## src/rtl/t1tx_pkg.sv

```systemverilog
package t1tx_pkg;
  parameter int CH_BITS  = 8;
  parameter int N_CH     = 24;
  parameter int SF_LEN   = 12;
  parameter int ESF_LEN  = 24;
  parameter int SIG_GAP  = 6;

  localparam int FRAME_SLOTS = 1 + N_CH * CH_BITS;
  localparam int BIT_W       = $clog2(FRAME_SLOTS);
  localparam int FRM_W       = $clog2(ESF_LEN);

  // last frame index of the multiframe for the selected mode
  function automatic int mf_last(input logic esf);
    return esf ? ESF_LEN - 1 : SF_LEN - 1;
  endfunction

  // position of a slot inside its channel, -1 for the framing slot
  function automatic int chan_pos(input int slot);
    if (slot == 0) return -1;
    return (slot - 1) % CH_BITS;
  endfunction

  function automatic logic chclk_level(input int slot);
    int p;
    p = chan_pos(slot);
    return (p >= 0) && (p < CH_BITS / 2);
  endfunction

  function automatic logic is_lsb(input int slot);
    return chan_pos(slot) == CH_BITS - 1;
  endfunction

  function automatic logic mf_high(input int frm, input logic esf);
    return frm < (mf_last(esf) + 1) / 2;
  endfunction

  function automatic logic sig_level(input int frm);
    return ((frm / SIG_GAP) % 2) == 0;
  endfunction

  function automatic logic is_sig_frame(input int frm);
    return (frm % SIG_GAP) == SIG_GAP - 1;
  endfunction

  // frame index 0 is frame 1: odd frames carry link in extended mode
  function automatic logic is_link_frame(input int frm, input logic esf);
    return esf ? ((frm % 2) == 0) : ((frm % 2) == 1);
  endfunction
endpackage

```

## src/rtl/t1tx_edge.sv

```systemverilog
module t1tx_edge #(
  parameter int W = 2
) (
  input  logic         clk,
  input  logic         rst_n,
  input  logic [W-1:0] lvl,
  output logic [W-1:0] rise
);
  for (genvar i = 0; i < W; i++) begin : g_edge
    logic q;
    always_ff @(posedge clk or negedge rst_n) begin
      if (!rst_n) q <= 1'b0;
      else        q <= lvl[i];
    end
    assign rise[i] = lvl[i] & ~q;
  end
endmodule

```

## src/rtl/t1tx_counter.sv

```systemverilog
module t1tx_counter
  import t1tx_pkg::*;
(
  input  logic             clk,
  input  logic             rst_n,
  input  logic             esf,
  input  logic             fsync_rise,
  input  logic             msync_rise,
  output logic [BIT_W-1:0] bit_cnt,
  output logic [FRM_W-1:0] frame_cnt
);
  localparam logic [BIT_W-1:0] LAST_BIT = BIT_W'(FRAME_SLOTS - 1);

  logic frame_end;
  logic mf_end;
  assign frame_end = (bit_cnt == LAST_BIT);
  assign mf_end    = (int'(frame_cnt) >= mf_last(esf));

  always_ff @(posedge clk or negedge rst_n) begin
    if (!rst_n) begin
      bit_cnt   <= '0;
      frame_cnt <= '0;
    end else if (msync_rise) begin
      bit_cnt   <= '0;
      frame_cnt <= '0;
    end else if (fsync_rise) begin
      bit_cnt   <= '0;
    end else if (frame_end) begin
      bit_cnt   <= '0;
      frame_cnt <= mf_end ? '0 : frame_cnt + 1'b1;
    end else begin
      bit_cnt   <= bit_cnt + 1'b1;
    end
  end
endmodule

```

## src/rtl/t1tx_decode.sv

```systemverilog
module t1tx_decode
  import t1tx_pkg::*;
(
  input  logic [BIT_W-1:0] bit_cnt,
  input  logic [FRM_W-1:0] frame_cnt,
  input  logic             esf,
  input  logic             sig_ins_en,
  output logic             fbit_time,
  output logic             chan_clk,
  output logic             mf_out,
  output logic             sig_sel,
  output logic             sig_frame,
  output logic             link_clk,
  output logic             link_take,
  output logic             abcd_take
);
  int slot;
  int frm;

  always_comb begin
    slot      = int'(bit_cnt);
    frm       = int'(frame_cnt);
    fbit_time = (slot == 0);
    chan_clk  = chclk_level(slot);
    mf_out    = mf_high(frm, esf);
    sig_sel   = sig_level(frm);
    sig_frame = is_sig_frame(frm);
    link_clk  = is_link_frame(frm, esf);
    link_take = fbit_time && link_clk;
    abcd_take = sig_ins_en && sig_frame && is_lsb(slot);
  end
endmodule

```

## src/rtl/t1_tx_timing.sv

```systemverilog
module t1_tx_timing
  import t1tx_pkg::*;
(
  input  logic clk,
  input  logic rst_n,
  input  logic esf_mode,
  input  logic fsync_in,
  input  logic msync_in,
  input  logic sig_ins_en,
  input  logic ser_in,
  input  logic abcd_in,
  input  logic link_in,
  output logic fbit_time,
  output logic chan_clk,
  output logic mf_out,
  output logic sig_sel,
  output logic sig_frame,
  output logic link_clk,
  output logic link_take,
  output logic abcd_take,
  output logic ser_out
);
  logic [1:0]       rise;
  logic             fsync_rise;
  logic             msync_rise;
  logic [BIT_W-1:0] bit_cnt;
  logic [FRM_W-1:0] frame_cnt;
  logic             next_bit;

  t1tx_edge #(.W(2)) u_edge (
    .clk  (clk),
    .rst_n(rst_n),
    .lvl  ({msync_in, fsync_in}),
    .rise (rise)
  );
  assign fsync_rise = rise[0];
  assign msync_rise = rise[1];

  t1tx_counter u_cnt (
    .clk       (clk),
    .rst_n     (rst_n),
    .esf       (esf_mode),
    .fsync_rise(fsync_rise),
    .msync_rise(msync_rise),
    .bit_cnt   (bit_cnt),
    .frame_cnt (frame_cnt)
  );

  t1tx_decode u_dec (
    .bit_cnt   (bit_cnt),
    .frame_cnt (frame_cnt),
    .esf       (esf_mode),
    .sig_ins_en(sig_ins_en),
    .fbit_time (fbit_time),
    .chan_clk  (chan_clk),
    .mf_out    (mf_out),
    .sig_sel   (sig_sel),
    .sig_frame (sig_frame),
    .link_clk  (link_clk),
    .link_take (link_take),
    .abcd_take (abcd_take)
  );

  always_comb begin
    if (link_take)      next_bit = link_in;
    else if (fbit_time) next_bit = 1'b0;
    else if (abcd_take) next_bit = abcd_in;
    else                next_bit = ser_in;
  end

  always_ff @(posedge clk or negedge rst_n) begin
    if (!rst_n) ser_out <= 1'b0;
    else        ser_out <= next_bit;
  end
endmodule

```

## config.mk

```make
export PLATFORM = sky130hd
export DESIGN_NAME = t1_tx_timing
export DESIGN_NICKNAME = d
export VERILOG_FILES = /design/src/rtl/t1tx_pkg.sv /design/src/rtl/t1tx_edge.sv /design/src/rtl/t1tx_counter.sv /design/src/rtl/t1tx_decode.sv /design/src/rtl/t1_tx_timing.sv
export SDC_FILE = /design/constraint.sdc
export NUM_CORES = 1
export LEC_CHECK = 0
export BUFFER_PORTS_ARGS = -buffer_cell sky130_fd_sc_hd__buf_2
export CORE_MARGIN = 3
export CORE_UTILIZATION = 24
export DETAILED_ROUTE_END_ITERATION = 10
export GPL_ROUTABILITY_DRIVEN = 0
export GPL_TIMING_DRIVEN = 0
export PLACE_DENSITY = 0.37
export REMOVE_ABC_BUFFERS = 1
export SYNTH_ARGS = -nofsm -noshare
export SYNTH_HDL_FRONTEND = slang
export SYNTH_SLANG_ARGS = --single-unit
export TNS_END_PERCENT = 10
```

## constraint.sdc

```tcl
create_clock -name clk -period 3.15 [get_ports clk]
set_clock_uncertainty 0.2 [all_clocks]
set_input_delay 0.315 -clock clk [delete_from_list [all_inputs] [get_ports clk]]
set_output_delay 0.315 -clock clk [all_outputs]
set_load 0.03 [all_outputs]
```

==> flow_metrics.tcl <==
set metrics [dict create \
    status "completed" \
    cts_tree "built" \
    grt_pass1_vias 932 \
    period_share_pct 96.2 \
    fp.dieH_um 77 \
    slew_headroom_pct 70.5 \
    layout.nets 178 \
    via_per_inst 4.59 \
    port_buffers 17 \
    cts_made_buffers 3 \
    rows 25 \
    cts.sinks 16 \
    finalCriticalPeriod_ns 3.03 \
    antenna_found_initial 0 \
    ys_seq_area_share_pct 33.1 \
    layout-drive-gt1-share_pct 28.8 \
    yosysUniqueCellTypes 43 \
    p_comb_share_pct 24.7 \
    fin_ws_ns 0.121 \
    yosys-mux-area-fraction_pct 2.59 \
    tightest_slew_ns 0.443 \
    pwr-share-seq_pct 42.0 \
    fp.dieArea_um2 5930 \
    ys.warnings.count 0 \
    ys_top_cells_by_count "dfrtp_1 (16), nor2_1 (15), ha_1 (12)" \
    p_int_mw 0.379 \
    slew_viol_final 0 \
    die_x_um 77 \
    required_ns 2.63 \
    synth-main-ff-cell "dfrtp_1" \
    drt_iter0_markers 36 \
    wirelength_um 2740 \
    power_switching_mw 0.173 \
    setup_tns_ns 0 \
    fp.coreArea_um2 4790 \
    rsz0062_at_grt "false" \
    drt_pass1_iterations 4 \
    cts_max_level 1 \
    start_util_pct 25.3 \
    timing.fmax_ghz 0.330 \
    synth-adder-area-share_pct 12.4 \
    yosysMostFrequentCell "dfrtp_1" \
    num_vias 1024 \
    route.detailed.drc 0 \
    setup_violations 0 \
    antenna_cells 0 \
    peakVddDrop_uv 185 \
    synth_xor_area_share_pct 6.51 \
    power_frac_clock_pct 33.3 \
    synth-simple-area-share_pct 25.9 \
    ant_nets 0 \
    synth_compound_area_share_pct 13.7 \
    synthCells 132 \
    powerDensity_nw_per_um2 367 \
    cts.clk_slew.worst_paths_ns 0.07 \
    boundaryPins 18 \
    synthDominantCellAreaShare_pct 33.1 \
    crit_path_end_kind "primary output" \
    p_sw_share_pct 31.3 \
    post-place-ws_ns 0.0675 \
    num-fill-cells 501 \
    hold_violations 0 \
    synth.cell_area_um2 1210 \
    synth_async_sr_flop_share_pct 100 \
    avgSynthCellArea_um2 9.17 \
    max_cap_viol_count 0 \
    ctsRootBufferMaster "clkbuf_8" \
    globalRouteOverflowTotal 0 \
    path_max_fanout 3 \
    synth.ff_latch_count 16 \
    clk_latency_ns 0.25 \
    grt_use_total_pct 9.59 \
    grt_max_degree 17 \
    critical_path_class "flop to primary output" \
    synth_top_area_cell "dfrtp_1" \
    synth_top_family_by_area "simple AND/OR/NAND/NOR gates" \
    dp_hpwl_um 1970 \
    p_leak_nw 0.737 \
    grt_first_pass_wirelength_um 4630 \
    area_growth_syn_to_layout_pct 24.3 \
    cp-start-kind "flop" \
    wl_per_cell_um 12.3 \
    clock_path_buffers 2 \
    hp-class "primary input to flop" \
    yosys-top-cells-area "dfrtp_1 (33%), ha_1 (12%), xor2_1 (5.1%)" \
    synth_edf_count 0 \
    arrival_ns 2.51 \
]
worst max-delay path, cell delays in order, from the launching register on:
cell and delay (ns):
dfrtp_2 0.44, ha_4 0.27, and2b_2 0.23, mux2i_2 0.16
a21oi_2 0.20, inv_1 0.08, ha_1 0.27, nand4_1 0.10
o31ai_2 0.10, nand4b_1 0.17, inv_1 0.10, buf_6 0.13
metal layers:
metal / track usage [%] / vias up / wire length, um
li1: - / 503 / -
met1: 13.6 / 500 / 1370
met2: 14.2 / 19 / 1230
met3: 3.40 / 2 / 129
met4: 1.60 / 0 / 13
met5: 0 / - / 0
through the flow:
| step | hold WS (ns) | utilization [%] | instance area, um^2 | total power [mW] | cells |
|---|---|---|---|---|---|
| after floorplan | -0.181 | - | 1170 | 0.322 | 127 |
| after global placement | 0.0510 | 28.0 | 1340 | 0.364 | 211 |
| after detailed placement | 0.0598 | 28.0 | 1340 | 0.366 | 211 |
| after CTS | 0.141 | 30.2 | 1450 | 0.559 | 220 |
| after global routing | 0.149 | 31.4 | 1500 | 0.595 | 223 |
| final | 0.136 | 31.4 | 1500 | 0.552 | 223 |
sequential cells by signal, summed over array words and instances, names as in the netlist:
signal           flops
u_cnt.frame_cnt      5
u_cnt.bit_cnt        8
u_edge.g_edge.q      2
ser_out              1
layout by cell type (no fill, tap or decap), types with 2 or more instances in the layout:
cell / synthesis / routed
dlygate4sd3_1: 0 / 3
nor2_2: 2 / 2
xor2_1: 7 / 7
and3_1: 4 / 4
nand2_1: 7 / 7
inv_1: 9 / 9
dfrtp_2: 0 / 2
and2b_2: 1 / 2
ha_1: 12 / 11
o21ai_1: 5 / 5
o31ai_2: 1 / 2
buf_2: 0 / 16
a21oi_1: 7 / 6
clkbuf_8: 0 / 4
nor2_1: 15 / 15
nor3_1: 2 / 2
nand4_1: 2 / 2
xnor2_1: 2 / 2
and2_1: 2 / 2
buf_4: 1 / 5
nand3_1: 7 / 7
dfrtp_1: 16 / 14
kinds of logic (layout without fill, tap and decap cells):
kind of cell / count (synthesis) / after routing
AO/OA/AOI/OAI: 24 / 24
XOR/XNOR: 9 / 9
adder cells (fa/ha/maj): 12 / 12
buffers and inverters: 14 / 38
flip-flops: 16 / 16
multiplexers: 3 / 3
AND/OR/NAND/NOR: 54 / 54
final timing paths:
kind,from,to,slack (ns),depth (start not counted)
worst max-delay path,u_cnt.frame_cnt[4],abcd_take,0.12,11
worst min-delay path,abcd_in,ser_out,0.14,3
worst max register to register,u_cnt.frame_cnt[4],ser_out,0.65,10
worst min register to register,u_cnt.bit_cnt[0],u_cnt.bit_cnt[0],0.34,1
max in group asynchronous,rst_n,u_cnt.frame_cnt[4],2.13,2
min in group asynchronous,rst_n,u_cnt.bit_cnt[5],0.32,2
cell type report:
| cell class | count | area [um^2] | area share (%) |
|---|---|---|---|
| multi-input cells | 102 | 769 | 51.2 |
| flip-flops and latches | 16 | 403 | 26.8 |
| repair buffers | 25 | 159 | 10.6 |
| well taps | 67 | 83.8 | 5.57 |
| clock buffers | 4 | 55.1 | 3.66 |
| inverters | 9 | 33.8 | 2.25 |
power groups by stage:
stage               combinational [mW]  sequential, mW  clock [mW]
floorplan                       0.0841           0.238           0
global placement                 0.128           0.236           0
detailed placement               0.129           0.237           0
CTS                              0.135           0.231       0.193
global route                     0.153           0.234       0.208
finish                           0.136           0.232       0.184
what timing repair did:
item,4_1_cts,5_1_grt
setup endpoints to repair,2,2
endpoints found under the hold margin,18,0
resized for setup,3,8
pin swaps,1,2
gates cloned,0,0
hold buffers,3,0
buffers inserted,2,3
(Power assumes the default switching activity.)
